### src/rtl/flash_rd_pkg.sv
package flash_rd_pkg;
  localparam logic [7:0]  OP_READ_1 = 8'h03;
  localparam logic [7:0]  OP_READ_2 = 8'h3B;
  localparam logic [15:0] CTL_REG_ADDR = 16'h2400;
  localparam int unsigned SPD_BIT = 1;

  typedef enum logic [1:0] {
    ST_IDLE,
    ST_CMD,
    ST_DATA,
    ST_END
  } rd_state_e;
endpackage

### src/rtl/flash_strap_cap.sv
module flash_strap_cap (
  input  logic clk_i,
  input  logic rst_ni,
  input  logic pad_i,
  output logic speed_o,
  output logic done_o
);
  always_ff @(posedge clk_i or negedge rst_ni) begin
    if (!rst_ni) begin
      done_o  <= 1'b0;
      speed_o <= 1'b1;
    end else if (!done_o) begin
      done_o  <= 1'b1;
      speed_o <= pad_i;
    end
  end
endmodule

### src/rtl/flash_tick_gen.sv
module flash_tick_gen (
  input  logic clk_i,
  input  logic rst_ni,
  input  logic en_i,
  input  logic fast_i,
  output logic tick_o
);
  logic div_q;

  always_ff @(posedge clk_i or negedge rst_ni) begin
    if (!rst_ni)    div_q <= 1'b0;
    else if (!en_i) div_q <= 1'b0;
    else            div_q <= ~div_q;
  end

  // fast: every cycle, slow: every other cycle
  assign tick_o = en_i & (fast_i | div_q);
endmodule

### src/rtl/flash_rd_engine.sv
module flash_rd_engine
  import flash_rd_pkg::*;
#(
  parameter int unsigned ADDR_W = 24,
  parameter int unsigned LEN_W  = 8,
  parameter logic [7:0]  OP_1   = OP_READ_1,
  parameter logic [7:0]  OP_2   = OP_READ_2
) (
  input  logic              clk_i,
  input  logic              rst_ni,
  input  logic              en_i,
  input  logic              tick_i,
  input  logic              req_i,
  input  logic [ADDR_W-1:0] addr_i,
  input  logic [LEN_W-1:0]  len_i,
  input  logic              dual_i,
  input  logic              mode3_i,
  input  logic              io1_i,
  input  logic              io0_i,
  output logic              busy_o,
  output logic              cs_no,
  output logic              sck_o,
  output logic              io0_o,
  output logic              io0_oe_o,
  output logic [7:0]        rdata_o,
  output logic              rvalid_o,
  output logic              done_o
);
  localparam int unsigned FRAME_W = 8 + ADDR_W;
  localparam int unsigned CNT_W   = $clog2(FRAME_W);

  rd_state_e         state_q;
  logic [FRAME_W-1:0] sh_out_q;
  logic [6:0]         sh_in_q;
  logic [CNT_W-1:0]   cnt_q;
  logic [2:0]         bits_q;
  logic [LEN_W-1:0]   left_q;
  logic               phase_q, first_q, dual_q, mode_q;
  logic [7:0]         nxt;
  logic [2:0]         last_bit;

  assign nxt      = dual_q ? {sh_in_q[5:0], io1_i, io0_i} : {sh_in_q, io1_i};
  assign last_bit = dual_q ? 3'd3 : 3'd7;

  always_ff @(posedge clk_i or negedge rst_ni) begin
    if (!rst_ni) begin
      state_q  <= ST_IDLE;
      sh_out_q <= '0;
      sh_in_q  <= '0;
      cnt_q    <= '0;
      bits_q   <= '0;
      left_q   <= '0;
      phase_q  <= 1'b0;
      first_q  <= 1'b1;
      dual_q   <= 1'b0;
      mode_q   <= 1'b0;
      cs_no    <= 1'b1;
      sck_o    <= 1'b0;
      rdata_o  <= '0;
      rvalid_o <= 1'b0;
      done_o   <= 1'b0;
    end else begin
      rvalid_o <= 1'b0;
      done_o   <= 1'b0;
      case (state_q)
        ST_IDLE: begin
          sck_o <= mode3_i;
          if (en_i && req_i) begin
            state_q  <= ST_CMD;
            cs_no    <= 1'b0;
            sh_out_q <= {dual_i ? OP_2 : OP_1, addr_i};
            mode_q   <= mode3_i;
            dual_q   <= dual_i;
            left_q   <= len_i;
            cnt_q    <= '0;
            bits_q   <= '0;
            phase_q  <= 1'b0;
            first_q  <= 1'b1;
          end
        end
        ST_CMD, ST_DATA: begin
          if (tick_i) begin
            if (!phase_q) begin
              // falling half: present next output bit
              sck_o   <= 1'b0;
              phase_q <= 1'b1;
              first_q <= 1'b0;
              if (!first_q && state_q == ST_CMD)
                sh_out_q <= {sh_out_q[FRAME_W-2:0], 1'b0};
            end else begin
              // rising half: sample
              sck_o   <= 1'b1;
              phase_q <= 1'b0;
              if (state_q == ST_CMD) begin
                if (cnt_q == CNT_W'(FRAME_W - 1)) begin
                  state_q <= ST_DATA;
                  cnt_q   <= '0;
                end else begin
                  cnt_q <= cnt_q + 1'b1;
                end
              end else begin
                sh_in_q <= nxt[6:0];
                if (bits_q == last_bit) begin
                  bits_q   <= '0;
                  rdata_o  <= nxt;
                  rvalid_o <= 1'b1;
                  left_q   <= left_q - 1'b1;
                  if (left_q == LEN_W'(1)) state_q <= ST_END;
                end else begin
                  bits_q <= bits_q + 1'b1;
                end
              end
            end
          end
        end
        ST_END: begin
          if (tick_i) begin
            sck_o   <= mode_q;
            cs_no   <= 1'b1;
            done_o  <= 1'b1;
            state_q <= ST_IDLE;
          end
        end
        default: state_q <= ST_IDLE;
      endcase
    end
  end

  assign busy_o   = (state_q != ST_IDLE);
  assign io0_o    = sh_out_q[FRAME_W-1];
  assign io0_oe_o = !(state_q == ST_DATA && dual_q);
endmodule

### src/rtl/flash_rd_strap.sv
module flash_rd_strap
  import flash_rd_pkg::*;
#(
  parameter int unsigned ADDR_W   = 24,
  parameter int unsigned LEN_W    = 8,
  parameter logic [7:0]  OP_1     = OP_READ_1,
  parameter logic [7:0]  OP_2     = OP_READ_2,
  parameter logic [15:0] CTL_ADDR = CTL_REG_ADDR
) (
  input  logic              clk_i,
  input  logic              rst_ni,
  input  logic              req_i,
  input  logic [ADDR_W-1:0] addr_i,
  input  logic [LEN_W-1:0]  len_i,
  input  logic              dual_i,
  input  logic              mode3_i,
  output logic              busy_o,
  output logic [7:0]        rdata_o,
  output logic              rvalid_o,
  output logic              done_o,
  output logic              cs_no,
  output logic              sck_o,
  input  logic              pad_i,
  output logic              pad_o,
  output logic              pad_oe_o,
  output logic              pad_pd_o,
  input  logic              io1_i,
  input  logic [15:0]       ctl_addr_i,
  output logic [7:0]        ctl_rdata_o
);
  logic speed_q, strap_done, tick, io0_oe;

  flash_strap_cap u_strap (
    .clk_i  (clk_i),
    .rst_ni (rst_ni),
    .pad_i  (pad_i),
    .speed_o(speed_q),
    .done_o (strap_done)
  );

  flash_tick_gen u_tick (
    .clk_i (clk_i),
    .rst_ni(rst_ni),
    .en_i  (busy_o),
    .fast_i(speed_q),
    .tick_o(tick)
  );

  flash_rd_engine #(
    .ADDR_W(ADDR_W),
    .LEN_W (LEN_W),
    .OP_1  (OP_1),
    .OP_2  (OP_2)
  ) u_eng (
    .clk_i   (clk_i),
    .rst_ni  (rst_ni),
    .en_i    (strap_done),
    .tick_i  (tick),
    .req_i   (req_i),
    .addr_i  (addr_i),
    .len_i   (len_i),
    .dual_i  (dual_i),
    .mode3_i (mode3_i),
    .io1_i   (io1_i),
    .io0_i   (pad_i),
    .busy_o  (busy_o),
    .cs_no   (cs_no),
    .sck_o   (sck_o),
    .io0_o   (pad_o),
    .io0_oe_o(io0_oe),
    .rdata_o (rdata_o),
    .rvalid_o(rvalid_o),
    .done_o  (done_o)
  );

  // pad stays an input with pull-down until the strap is captured
  assign pad_oe_o    = strap_done & io0_oe;
  assign pad_pd_o    = ~strap_done;
  assign ctl_rdata_o = (ctl_addr_i == CTL_ADDR) ? (8'(speed_q) << SPD_BIT) : 8'h00;
endmodule

### config.mk
export PLATFORM = sky130hd
export DESIGN_NAME = flash_rd_strap
export DESIGN_NICKNAME = d
export VERILOG_FILES = /design/src/rtl/flash_rd_pkg.sv /design/src/rtl/flash_strap_cap.sv /design/src/rtl/flash_tick_gen.sv /design/src/rtl/flash_rd_engine.sv /design/src/rtl/flash_rd_strap.sv
export SDC_FILE = /design/constraint.sdc
export NUM_CORES = 1
export LEC_CHECK = 0
export BUFFER_PORTS_ARGS = -buffer_cell sky130_fd_sc_hd__buf_2
export CAP_MARGIN = 5
export CORE_UTILIZATION = 30
export CTS_BUF_LIST = sky130_fd_sc_hd__clkbuf_16
export CTS_CLUSTER_DIAMETER = 150
export DETAILED_ROUTE_END_ITERATION = 7
export GPL_TIMING_DRIVEN = 0
export PLACE_DENSITY = 0.46
export SETUP_SLACK_MARGIN = 0.4
export SLEW_MARGIN = 20
export SYNTH_ARGS = -nofsm -noshare
export SYNTH_HDL_FRONTEND = slang
export SYNTH_SLANG_ARGS = --single-unit
### constraint.sdc
create_clock -name clk_i -period 7.1 [get_ports clk_i]
set_clock_uncertainty 0.15 [all_clocks]
set_input_delay 1.775 -clock clk_i [delete_from_list [all_inputs] [get_ports clk_i]]
set_output_delay 1.775 -clock clk_i [all_outputs]
set_load 0.01 [all_outputs]
Word-level counts from Yosys, hierarchy flattened:

Index checks and enable logic that the tools add are counted.

* input bits: 55
* flip-flop bits (word level): 76
* latch bits: 0
* RAM bits: 0
* bits in read-only memories: 0
* word-level logic and storage cells: 126
* memories kept: 0
* output and inout bits: 24

* muxes and demuxes: 58
* reductions and logical operators: 22
* magnitude comparators: 0
* shift-type cells: 0
* multipliers: 0
* div/mod/pow operators: 0
* equality and inequality tests: 19
* bitwise gates (word level): 6
* add/subtract/negate cells: 3

Operators with widths (number)
* $mux W32: 4
* $pmux W32 S2: 1
* $mux W8: 6
* $mux W5: 5
* $reduce_and A5 Y1: 4
* $mux W1: 18
* $mux W2: 9
* $mux W3: 6
* $eq A16 B14 Y1 const B: 1
* $pmux W8 S2: 1
* $ne A2 B1 Y1 const B: 5
* $pmux W5 S2: 1
* $eq A8 B1 Y1 const B: 1
* $ne A2 B2 Y1 const B: 4
* $reduce_and A4 Y1: 2
* $sub A8 B1 Y8 const B: 1
* $reduce_and A7 Y1: 1
* $mux W6: 1
* $ne A3 B1 Y1 const B: 2
* $pmux W1 S2: 3
* $pmux W2 S3: 1
* $pmux W3 S2: 1
* $reduce_and A3 Y1: 2
* $reduce_and A6 Y1: 1
* other kinds (17): 27

Depth between registers and ports, before layout:

Gate-level depths: netlist of run 1.

* word-level depth: 7
* depth in mapped cells: 9
* gate-level depth less buffers: 7

Cells and area by module:

Synthesis of run 1 repeated with hierarchy kept, for this count alone.

* cell total of the unflattened synthesis: 390
* area, all modules: 3950.0 µm²

By module, submodules not included
* flash_rd_engine: sequential area each 1829.3 µm², cells each 367, area each 3713.6 µm², times used 1
* flash_rd_strap: sequential area each 0.0 µm², cells each 16, area each 127.6 µm², times used 1
* flash_strap_cap: sequential area each 51.3 µm², cells each 4, area each 70.1 µm², times used 1
* flash_tick_gen: sequential area each 25.0 µm², cells each 3, area each 38.8 µm², times used 1

Least setup slack after synthesis of run 1:

No wires, ideal clock.

* path kind: input to output
* start point: input ctl_addr_i[9]
* end point: output ctl_rdata_o[1]
* data required time: 5.175 ns
* slack: 2.564 ns
* buffers on the path: 0
* stages: 3
* arrival time: 2.611 ns
* cell sequence: nor4b_1 nand4_1 nor4b_1

* cells in the longest elaborated chain, start to end: 2

Ends and longest elaborated chain
* start: declaration: line flash_rd_strap.sv:28 `input logic [15:0] ctl_addr_i,`
* $eq A16 B14 Y1: line flash_rd_strap.sv:79 `assign ctl_rdata_o = (ctl_addr_i == CTL_ADDR) ? (8'(speed_q) << SPD_BIT) : 8'h00;`
* $mux W2: line flash_rd_strap.sv:79
* end: declaration: line flash_rd_strap.sv:29 `output logic [7:0] ctl_rdata_o`

Every way passes these cells.

Worst setup path after layout of run 1:

* start point: input ctl_addr_i[1]
* end point: output ctl_rdata_o[1]

The elaborated chain is that of the path after synthesis.

==> results of run 1 <==
## kinds of logic (layout without fill, tap and decap cells)
family                     Yosys count  after routing  synth area share
xor gates and xnor gates             1              1           0.00230
DFF                                 76             76             0.500
buffers and inverters               39            127            0.0492
other                                2              8           0.00197
AOI/OAI and AO/OA                  104            104             0.159
muxes                               38             38             0.101
and+or+nand+nor                    123            123             0.147
adders and majority gates           12             12            0.0394
## layer usage
layer  part of all wire  vias to the layer above  track usage
met2               0.46                       54        0.244
met5                  0                        -            0
met4              0.016                        0       0.0580
met1               0.47                     1492        0.192
met3              0.047                       10       0.0427
li1                   -                     1558            -
## per-stage QoR
step | hold slack (ps) | power, W | area [um2]
final | 301 | 0.00229 | 4690
after floorplan | 269 | 0.00157 | 3830
after detailed placement | 293 | 0.00191 | 4430
after global placement | 282 | 0.00189 | 4400
after CTS | 303 | 0.00233 | 4690
after global routing | 325 | 0.00249 | 4690
## cell usage after synthesis (all sizes together), types with 3 or more instances
cell type	n	area, um2
buf	10	78.8
mux2	4	45.0
nor4	3	18.8
clkbuf	19	71.3
nand3	9	45.0
nor3	7	40.0
a2bb2oi	4	35.0
dfrtp	73	1830
a21oi	31	155
o22ai	5	31.3
nor2	34	128
inv	10	37.5
dfstp	3	78.8
mux2i	34	340
nor4b	4	35.0
ha	12	150
nand4	3	18.8
nand2	50	188
o21ai	46	230
## area by class of cell
class | count | area [um2]
Fill cell | 1288 | 7520
Sequential cell | 76 | 1910
Multi-Input combinational cell | 286 | 1740
Timing Repair Buffer | 72 | 385
Clock buffer | 9 | 225
Tap cell | 168 | 210
Buffer | 29 | 150
Clock inverter | 7 | 37.5
Inverter | 10 | 37.5
## final timing paths
path | startpoint | depth (start not counted) | slack (ps) | to
worst max register to register | u_eng.state_q[0] | 7 | 4320 | u_eng.left_q[6]
min in group asynchronous | rst_ni | 1 | 1230 | u_eng.done_o
worst min-delay path | u_tick.div_q | 1 | 300 | u_tick.div_q
worst max-delay path | ctl_addr_i[1] | 5 | 2420 | ctl_rdata_o[1]
max in group asynchronous | rst_ni | 2 | 4940 | u_eng.first_q
worst min register to register | u_tick.div_q | 1 | 300 | u_tick.div_q
## registers in the layout, summed over array words and instances (netlist names), 2 cells and up
signal and count:
u_eng.state_q 2, u_eng.bits_q 3, u_eng.sh_out_q 32, u_eng.sh_in_q 7
u_eng.left_q 8, u_eng.rdata_o 8, u_eng.cnt_q 5
## power breakdown
group	leakage (nW)	switching, W	total (W)	internal (W)
sequential	0.936	0.000118	0.000735	0.000617
combinational	1.16	0.000701	0.00115	0.000450
clock	0.139	0.000176	0.000408	0.000232
==> flow_results.org, run 1 <==
** Synth
- Synthesis instantiated 49 different standard cells from the library.
- Counting flops with an async set or reset pin after synthesis yields a share of 1.00.
- Dividing the synthesized area by the synthesized cell count gives 9.65 um2.
- Yosys warnings :: 0
- The most used flip-flop cell after synthesis is sky130_fd_sc_hd__dfrtp_1.
- Sequential area share after synthesis :: 0.500
- Netlist area before placement :: 3810 um2
- Flip-flop and latch count after synthesis :: 76
- Number of enable flip-flop cells after synthesis :: 0
- Counting every instance in the synthesized netlist gives 395.

** Placed design
- Port Buffers :: 71
- Worst setup slack before clock tree synthesis :: 2430 ps
- Final weighted congestion in routability-driven placement :: 0.770
- Including well taps, the total number of placed cells is 641.
- Detailed placement ended at an HPWL of 6550 um.

** Floorplan
- Floorplan die height :: 115 um
- Core footprint :: 12200 um2
- Row generation in the floorplan step produced 40 rows.
- 79 I/O pins were placed.
- The initial utilization of the core area, before any placement, comes to 0.312.
- The floorplan step set the die width to 115 um.
- DIE AREA :: 13200 um2

** Critical path
- On the critical path the largest part of the delay comes from simple AND/OR/NAND/NOR gates.
- Walking the worst path, the cells encountered are buf_2, nor4b_1, nand4_1, nor4b_1, buf_2.
- Buffer and inverter count on the worst path :: 2
- The worst setup path is captured at a primary output.
- Slowest stage cell, crit path :: sky130_fd_sc_hd__nor4b_1
- STA puts the critical path data required time at 5180 ps.
- Data on the critical path arrives at its endpoint at 2750 ps.
- In this run the worst path has a maximum fanout of 1.
- Slowest stage delay, CP :: 310 ps
- The worst setup path is launched from an input port.
- The setup path with the least slack is of type input port to primary output.

** STA
- Once routing completed, OpenROAD measured the worst setup slack at 2420 ps.
- In the finished design, the share of the clock period the worst path needs comes to 0.658.
- Setup repair after global routing left no endpoint under its margin.
- Final number of hold-violating endpoints :: 0
- Setup violations remaining at the end of the flow were counted as 0.
- Fin Setup TNS :: 0 ps
- The final number of max-transition violations is 0.
- Maximum achievable frequency :: 214 MHz
- In this run the tightest slew margin relative to its limit is 0.269.
- At the pin with the least slew margin, the transition time is 1090 ps.
- Subtracting the final worst setup slack from the clock period gives 4680 ps.

** Cells and area
- Most common cell after layout, fill and taps aside :: sky130_fd_sc_hd__dfrtp_1
- At the end of the flow the core is filled with cells to 0.384.
- Antenna Cells :: 0
- Area Overhead vs Synth :: 23.1%
- Of the cells placed in the final design, the portion with a size suffix greater than 1 is 0.211.
- Leaving out fill and tap cells, the most frequent cells in the layout are sky130_fd_sc_hd__dfrtp_1 (73), sky130_fd_sc_hd__buf_2 (70), sky130_fd_sc_hd__nand2_1 (50).
- Net count of the finished layout :: 551
- After the flow finishes, the layout carries non-filler instances totaling 657.

** CTS
- Buffers inserted to repair hold after CTS numbered 0.
- After clock tree synthesis, the setup repair step added 0 buffers.
- TritonCTS clock tree :: built
- TritonCTS sink count :: 76
- CTS Buf Count :: 9
- In this run the clock root is driven by a sky130_fd_sc_hd__clkbuf_16.
- At the later pin of the worst-skew pair, clock insertion delay measures 340 ps.
- The H-tree generated during clock tree synthesis spans 3 levels.
- Post-CTS sizing :: 0
- Clock-pin slew was measured on the worst setup and hold paths at 60 ps.
- The longest clock path from root to sink contains 2 buffers.

** Power
- Power density normalized to cell area :: 489 nW/um2
- Standby leakage power :: 2.23 nW
- Worst VDD drop :: 0.000220 V

** Detailed routing
- Once detail routing completed, the nets flagged for antenna violations numbered 0.
- The routed layout has 3114 vias.
- Dividing the detail-routed wire length by the instance count gives 13.9 um.
- Vias per cell :: 4.74
- The detailed router finished its first iteration with 183 violations.
- Drt first pass iters :: 4
- For this run, design rule violations remaining after detail routing come to 0.
- Wires add up to 9130 um.

** Global routing
- Maximum number of pins on one net before global-route repair :: 48
- Vias in the first global route :: 3133
- GRT Residual Overflow :: 0
- Global-route wire length before repair :: 15300 um
- The number of antenna violations at the first check in global routing was 0.
- In the global route stage, overall resource usage came out at 0.151.

** Outcome
- Result of the run :: complete, no violations

** Job
- Number of max-cap violations :: 0

** Hold path
- The min-delay analysis places its worst path in the category register to register.
Note: power is estimated with default switching activity, not from simulation.
==> inputs of run 2 (changes only) <==
ABC_AREA = 1   (was not set)
PLACE_DENSITY = 0.47   (was 0.46)
clock period = 4.2 ns   (was 7.1 ns; I/O delays follow)
==> flow_results.org, run 2 <==
** Critical path
- Element type at the critical path end :: primary output (unchanged)
- Startpoint of the lowest-slack register-to-register path :: u_eng.state_q[0] (unchanged)
- Cell family with the largest share of critical-path delay :: simple AND/OR/NAND/NOR gates (unchanged)
- Sequence of cells on the critical path :: buf_2, nor4_1, nand3_1, nor2_1, buf_2 (was buf_2, nor4b_1, nand4_1, nor4b_1, buf_2)
- Data arrival, critical path :: 1780 ps (was 2750 ps)
- The peak fanout along the critical path came to 1 (unchanged).
- Element type at the critical path start :: input port (unchanged)
- Library cell appearing most often on the critical path :: sky130_fd_sc_hd__buf_2
- The critical path's slowest cell is sky130_fd_sc_hd__nor4_1 (was sky130_fd_sc_hd__nor4b_1).
- The largest stage delay on the critical path came to 280 ps (was 310 ps).
- Worst setup slack for register-to-register paths :: 1940 ps (was 4320 ps)
- Type of the worst setup path :: input port to primary output (unchanged)
- Buffer and inverter count on the worst path :: 2 (unchanged)
- The required time at the worst-slack endpoint came to 3000 ps (was 5180 ps).
- The endpoint of the worst-slack reg-to-reg timing path is u_eng.first_q (was u_eng.left_q[6]).
- Stages on worst setup path :: 5 (unchanged)
- The depth of the most critical reg-to-reg path is 8 (was 7).

** Floorplan
- The die footprint is 14300 um2 (was 13200 um2).
- Die boundary width :: 119 um (was 115 um)
- Number of standard-cell rows in the floorplan :: 42 (was 40)
- Boundary Pins :: 79 (unchanged)
- The area of the core was 13300 um2 (was 12200 um2).
- Starting utilization of the core area :: 0.310 (was 0.312)
- The height of the die came to 119 um (was 115 um).

** Placed design
- Port Buffers :: 71 (unchanged)
- Placed Cells :: 777 (was 641)
- DP HPWL :: 7170 um (was 6550 um)
- The weighted congestion at the end of routability-driven global placement was 0.787 (was 0.770).

** Outcome
- Result of the run: complete, no violations (unchanged).

** Hold path
- Hold Path End :: u_strap.speed_o (was u_tick.div_q)
- The cell count of the worst hold path came to 1 (unchanged).
- The beginning of the worst hold path is u_strap.done_o (was u_tick.div_q).
- The kind of path behind the tightest hold check is register to register (unchanged).

** CTS
- The number of gates resized after cts came to 0 (unchanged).
- Clock latency on the worst-skew pair :: 340 ps (about the same)
- Cell at the root of the clock tree :: sky130_fd_sc_hd__clkbuf_16 (unchanged)
- The number of buffers added to fix hold violations after cts is 0 (unchanged).
- The number of H-tree levels was 3 (unchanged).
- The number of buffers created by CTS was 9 (unchanged).
- The post-CTS setup-driven buffer insertion count came to 0 (unchanged).
- The maximum buffer depth of the clock tree came to 2 (unchanged).
- The clock tree from TritonCTS is built (unchanged).
- The clock-pin slew reported for the worst setup and hold paths after clock tree synthesis was 60 ps (about the same).
- The number of sinks on the clock net was 76 (unchanged).

** Synth
- Cell types with the largest area share after synthesis: sky130_fd_sc_hd__dfrtp_1 (44%), sky130_fd_sc_hd__nand2_1 (15%), sky130_fd_sc_hd__o21ai_0 (9.1%), sky130_fd_sc_hd__inv_1 (5.2%), sky130_fd_sc_hd__ha_1 (3.6%) (was sky130_fd_sc_hd__dfrtp_1 (48%), sky130_fd_sc_hd__mux2i_1 (8.9%), sky130_fd_sc_hd__o21ai_0 (6.0%), sky130_fd_sc_hd__nand2_1 (4.9%), sky130_fd_sc_hd__a21oi_1 (4.1%)).
- The share of the synthesized area in the top cell type came to 0.442 (was 0.479).
- Netlist area before placement :: 4140 um2 (was 3810 um2)
- The count of warnings emitted by yosys came to 0 (unchanged).
- Cell count after synthesis :: 523 (was 395)
- Predominant post-synthesis flop cell :: sky130_fd_sc_hd__dfrtp_1 (unchanged)
- Share of async-settable or async-resettable flops after synthesis :: 1.00 (unchanged)
- The cell with the most instances after synthesis was sky130_fd_sc_hd__nand2_1 (was sky130_fd_sc_hd__dfrtp_1).
- The mean post-synth cell area is 7.91 um2 (was 9.65 um2).
- The number of distinct library cells after synthesis is 34 (was 49).
- Top cell types by occurrence after synthesis: sky130_fd_sc_hd__nand2_1 (160), sky130_fd_sc_hd__o21ai_0 (75), sky130_fd_sc_hd__dfrtp_1 (73) (was sky130_fd_sc_hd__dfrtp_1 (73), sky130_fd_sc_hd__nand2_1 (50), sky130_fd_sc_hd__o21ai_0 (46)).
- The fraction of the yosys area taken by sequential cells was 0.461 (was 0.500).
- The cell taking the most area after synthesis is sky130_fd_sc_hd__dfrtp_1 (unchanged).
- Number of enable flip-flop cells after synthesis :: 0 (unchanged)
- The post-synthesis sequential element count is 76 (unchanged).

** Cells and area
- Most used cells in the layout excluding fill and tap cells: sky130_fd_sc_hd__nand2_1 (160), sky130_fd_sc_hd__buf_2 (79), sky130_fd_sc_hd__o21ai_0 (75) (was sky130_fd_sc_hd__dfrtp_1 (73), sky130_fd_sc_hd__buf_2 (70), sky130_fd_sc_hd__nand2_1 (50)).
- The diode insertion count for antenna repair came to 0 (unchanged).
- The number of fill cells came to 1427 (was 1288).
- Most common cell after layout, fill and taps aside :: sky130_fd_sc_hd__nand2_1 (was sky130_fd_sc_hd__dfrtp_1)
- The register containing the most flip-flops in the final layout is u_eng.sh_out_q (unchanged).
- Flip-flop count of the largest register, all copies and words added :: 32 (unchanged)
- Net count of the finished layout :: 679 (was 551)
- The post-layout instance count excluding filler cells came to 793 (was 657).
- Area Overhead vs Synth :: 21.7% (was 23.1%)
- Top flop regs :: u_eng.sh_out_q x32, u_eng.left_q x8, u_eng.rdata_o x8 (unchanged)
- Fraction of layout cells with a size suffix above 1 :: 0.235 (was 0.211)

** Global routing
- Global-route wire length before repair :: 17000 um (was 15300 um)
- Overall routing resource usage :: 0.153 (was 0.151)
- The number of antenna violations at the first check in global routing was 0 (unchanged).
- Maximum number of pins on one net before global-route repair :: 41 (was 48)
- GRT Residual Overflow :: 0 (unchanged)
- Vias in the first global route :: 3592 (was 3133)

** Detailed routing
- DRC Markers :: 0 (unchanged)
- The total routed wirelength was 9960 um (was 9130 um).
- Vias per cell :: 4.51 (was 4.74)
- DRT iter0 DRCs :: 150 (was 183)
- Remaining antenna violation count after routing :: 0 (unchanged)
- The number of optimization iterations in the first detailed-route pass was 4 (unchanged).
- The routed via count came to 3580 (was 3114).
- Final routed wire length divided by cell count :: 12.6 um (was 13.9 um)

** STA
- Final number of hold-violating endpoints :: 0 (unchanged)
- Setup repair after global routing missed its margin: no (unchanged).
- Max-slew violation total from the final report :: 0 (unchanged)
- The count of final setup violators was 0 (unchanged).
- Counting I/O delays and the setup requirement, the final critical path takes 2980 ps.
- In the finished design, the share of the clock period the worst path needs comes to 0.708.
- Fin Setup TNS :: 0 ps (unchanged)
- Maximum achievable frequency :: 336 MHz
- The transition time of the tightest slew-check pin was 583 ps (was 1090 ps).
- The worst slew margin relative to its limit came to 0.611 (was 0.269).

** Power
- Worst VDD drop :: 0.000388 V (was 0.000220 V)
- Standby leakage power :: 2.53 nW (was 2.23 nW)
- The areal power density over the cells is 797 nW/um2 (was 489 nW/um2).

** Job
- Number of max-cap violations :: 0 (unchanged)
[run 2: changes by cell type after synthesis, sizes merged, moves of 5 or more]
cell    before  now
a21oi       31    8
buf         10   23
clkbuf      19    4
inv         10   61
mux2i       34    0
nand2       50  162
nand3        9   25
nor3         7    0
o21ai       46   99
o22ai        5    0
[run 2: kinds of logic (layout without fill, tap and decap cells)]
| group | Yosys count | count (layout) | share of synthesized area |
|---|---|---|---|
| flops | 76 | 76 | 0.461 |
| other cells | 2 | 8 | 0.00182 |
| compound gates | 113 | 113 | 0.161 |
| simple gates | 231 | 231 | 0.238 |
| fa+ha+maj | 12 | 12 | 0.0363 |
| buf+inv | 88 | 176 | 0.0998 |
| xor+xnor | 1 | 1 | 0.00212 |
[run 2: power breakdown]
part	internal [W]	total, W	leakage (nW)	switching, W
clock network	0.000396	0.000702	0.133	0.000306
logic	0.000739	0.00213	1.44	0.00139
registers	0.00103	0.00118	0.960	0.000152
[run 2: stage by stage]
step | util | power (W) | hold WS [ps] | instance area (um2) | worst slack [ps]
finish | 0.377 | 0.00401 | 328 | 5030 | 1220
floorplan | - | 0.00277 | 292 | 4160 | 1420
global placement | 0.355 | 0.00331 | 309 | 4730 | 1240
global route | 0.377 | 0.00440 | 351 | 5030 | 1110
CTS | 0.377 | 0.00408 | 333 | 5030 | 1230
detailed placement | 0.357 | 0.00335 | 317 | 4760 | 1230
[run 2: area by class of cell]
cell class	instances	area (um2)	share of cell area
well taps	176	220	0.0437
clock inverters	7	43.8	0.00870
repair buffers	72	385	0.0766
clock buffers	9	225	0.0447
flip-flops and latches	76	1910	0.379
multi-input cells	365	1840	0.366
inverters	61	229	0.0455
plain buffers	27	184	0.0365
[run 2: layer usage]
metal / global-route usage / share of wire
met1: 0.184 / 0.45
met2: 0.263 / 0.50
met3: 0.0374 / 0.039
met4: 0.0555 / 0.0072
met5: 0 / 0
[run 2: worst reg2reg max path, cell delays in order, from the launching register on]
cell and delay (ps):
sky130_fd_sc_hd__dfrtp_1 450, sky130_fd_sc_hd__inv_1 110, sky130_fd_sc_hd__ha_1 300, sky130_fd_sc_hd__buf_6 130
sky130_fd_sc_hd__buf_4 190, sky130_fd_sc_hd__clkbuf_1 480, sky130_fd_sc_hd__nor2_1 110, sky130_fd_sc_hd__o21ai_0 180
sky130_fd_sc_hd__inv_1 70
[run 2: how the worst max path moves through the flow]
stage | startpoint | end
3_5_place_dp | ctl_addr_i[8] | ctl_rdata_o[1]
4_1_cts | ctl_addr_i[8] | ctl_rdata_o[1]
2_1_floorplan | ctl_addr_i[4] | ctl_rdata_o[1]
5_1_grt | ctl_addr_i[4] | ctl_rdata_o[1]
3_3_place_gp | ctl_addr_i[8] | ctl_rdata_o[1]
6_report | ctl_addr_i[8] | ctl_rdata_o[1]
==> inputs of run 3 (changes only) <==
clock period = 2.39 ns   (was 4.2 ns; I/O delays follow)
==> flow_results.org, run 3 (synthesis results as in run 2) <==
** Placed design
- Post-detailed-placement cell area :: 4760 um2 (unchanged)
- The weighted congestion at the end of routability-driven global placement was 0.787 (unchanged).
- Port Buffers :: 71 (unchanged)
- The total half-perimeter wirelength after legalization and detailed placement came to 7170 um (unchanged).

** STA
- Based on the critical path, the design can be clocked at up to 491 MHz.
- Final number of setup-violating endpoints :: 0 (unchanged)
- Max-slew violation total from the final report :: 0 (unchanged)
- Final period util :: 0.853
- Actual transition at the worst max-transition pin :: 521 ps (was 583 ps)
- The worst slew margin relative to its limit came to 0.653 (was 0.611).
- The smallest clock period supported by the final layout is computed as 2040 ps.
- The accumulated negative setup slack was 0 ps (unchanged).
- The count of final hold-check violations is 0 (unchanged).
- Setup repair after global routing missed its margin :: yes (was no)

** CTS
- The number of buffers created by CTS was 9 (unchanged).
- Maximum root-to-sink buffer count :: 2 (unchanged)
- CTS H-Tree Depth :: 3 (unchanged)
- The buffer type at the clock tree root is sky130_fd_sc_hd__clkbuf_16 (unchanged).
- TritonCTS sink count :: 76 (unchanged)
- Clock latency on the worst-skew pair :: 350 ps (was 340 ps)
- The clock-pin slew reported for the worst setup and hold paths after clock tree synthesis came to 60 ps (about the same).
- TritonCTS clock tree :: built (unchanged)

** Power
- Internal power :: 0.00459 W (was 0.00216 W)
- The net switching power figure was 0.00370 W (was 0.00185 W).
- Standby leakage power :: 2.72 nW (was 2.53 nW)
- The power share of the combinational group is 0.600 (was 0.531).
- The clock group share of total power was 0.151 (was 0.175).
- The worst voltage drop across the vdd grid is 0.000638 V (was 0.000388 V).
- Sequential group share of total power :: 0.250 (was 0.294)
- Power density normalized to cell area :: 1500 nW/um2 (was 797 nW/um2)
- The switching share of total power came to 0.446 (was 0.461).

** Detailed routing
- The mean number of vias per cell was 4.55 (was 4.51).
- The total routed wirelength was 10600 um (was 9960 um).
- Drt first pass iters :: 4 (unchanged)
- Via count of the routed design :: 3721 (was 3580)
- The DRC violation total after the first TritonRoute iteration was 126 (was 150).
- The residual antenna-violating net count after detailed routing was 0 (unchanged).
- Final routed wire length divided by cell count :: 12.9 um (was 12.6 um)
- DRC Markers :: 0 (unchanged)

** Critical path
- The depth of the most critical reg-to-reg path came to 11 (was 8).
- The arrival time at the worst endpoint came to 1290 ps (was 1780 ps).
- Element type at the critical path end :: primary output (unchanged)
- The peak fanout along the critical path was 1 (unchanged).
- Required time of the critical path :: 1640 ps (was 3000 ps)
- The sort of element at the start of the critical path was an input port (unchanged).
- The type of the worst setup path was input port to primary output (unchanged).

** Global routing
- The global-route wire length before repair came to 17500 um (was 17000 um).
- The number of antenna violations at the first check in global routing was 0 (unchanged).
- The pin count of the biggest net entering global routing is 41 (unchanged).
- GRT Residual Overflow :: 0 (unchanged)
- The via count of the first global-routing pass is 3684 (was 3592).
- Overall routing resource usage :: 0.156 (was 0.153)

** Outcome
- Result of the run :: complete, no violations (unchanged)

** Floorplan
- The area of the core was 13300 um2 (unchanged).
- Floorplan die height :: 119 um (unchanged)
- The die footprint is 14300 um2 (unchanged).
- The count of pins on the block boundary is 79 (unchanged).
- Number of standard-cell rows in the floorplan :: 42 (unchanged)
- The die span in x came to 119 um (unchanged).
- Starting utilization of the core area :: 0.310 (unchanged)

** Hold path
- Class of the tightest hold or removal check :: input port to async pin (was register to register)

** Cells and area
- Net count of the finished layout :: 704 (was 679)
- Most common cell after layout, fill and taps aside :: sky130_fd_sc_hd__nand2_1 (unchanged)
- Register bank with the most flops :: u_eng.sh_out_q (unchanged)
- The number of flip-flops in the largest register came to 32 (unchanged).
- Top flop regs: u_eng.sh_out_q x32, u_eng.left_q x8, u_eng.rdata_o x8 (unchanged).
- Final design area excluding fillers :: 5540 um2 (was 5030 um2)
- Area Overhead vs Synth :: 34.0% (was 21.7%)
- Most used cells in the layout excluding fill and tap cells: sky130_fd_sc_hd__nand2_1 (146), sky130_fd_sc_hd__o21ai_0 (73), sky130_fd_sc_hd__dfrtp_1 (70) (was sky130_fd_sc_hd__nand2_1 (160), sky130_fd_sc_hd__buf_2 (79), sky130_fd_sc_hd__o21ai_0 (75)).
- Antenna Cells :: 0 (unchanged)
- Fraction of layout cells with a size suffix above 1 :: 0.326 (was 0.235)

** Job
- The max-capacitance violation count was 0 (unchanged).
[run 3: power by group through the flow]
stage                     clock network, W  registers, W  logic [W]
after global routing               0.00133       0.00214    0.00552
after detailed placement                 0       0.00209    0.00378
final                              0.00125       0.00207    0.00497
after global placement                   0       0.00209    0.00373
after CTS                          0.00129       0.00206    0.00407
after floorplan                          0       0.00204    0.00283
[run 3: timing repair]
action	4_1_cts	5_1_grt
hold buffers	0	0
setup buffers	9	12
resized for setup	29	57
setup endpoints to repair	68	59
pin swaps	9	18
gates cloned	0	4
[run 3: through the flow]
step | power (W) | instances | setup slack, ps | utilization | hold slack (ps)
2_1_floorplan | 0.00487 | 529 | 468 | - | 152
3_3_place_gp | 0.00582 | 776 | -83.5 | 0.355 | 309
3_5_place_dp | 0.00588 | 777 | 104 | 0.357 | 317
4_1_cts | 0.00743 | 802 | 363 | 0.391 | 84.1
5_1_grt | 0.00899 | 818 | 270 | 0.415 | 109
6_report | 0.00829 | 818 | 352 | 0.415 | 68.4
[run 3: critical path, stage by stage]
cell and delay, ps:
sky130_fd_sc_hd__buf_6 100, sky130_fd_sc_hd__nor4_4 250, sky130_fd_sc_hd__nand3_1 100, sky130_fd_sc_hd__nor2_1 110
sky130_fd_sc_hd__buf_2 140
[run 3: path summary, 6_finish.rpt]
kind | startpoint | endpoint | slack [ps]
min in group clk_i | pad_i | u_strap.speed_o | 330
worst max-delay path | ctl_addr_i[8] | ctl_rdata_o[1] | 350
worst max register to register | u_eng.state_q[1] | u_eng.sh_out_q[27] | 410
worst min-delay path | rst_ni | u_eng.rdata_o[6] | 70
max in group asynchronous | rst_ni | u_eng.cs_no | 1380
worst min register to register | u_eng.sh_in_q[6] | u_eng.sh_in_q[6] | 330
[run 3: metal layers]
layer | wire, um | vias to the layer above | GRT usage
met5 | 0 | - | 0
met4 | 156 | 0 | 0.0547
met3 | 376 | 14 | 0.0359
met2 | 5300 | 65 | 0.273
met1 | 4750 | 1754 | 0.187
li1 | - | 1888 | -
[run 3: final cells by class]
class                      count  area [um2]
tap                          176         220
clock inverter                 7        43.8
multi-input combinational    365        2020
clock buffer                   9         225
fill                        1362        7810
sequential                    76        1910
inverter                      61         239
buffer                        27         231
timing repair buffer          97         653
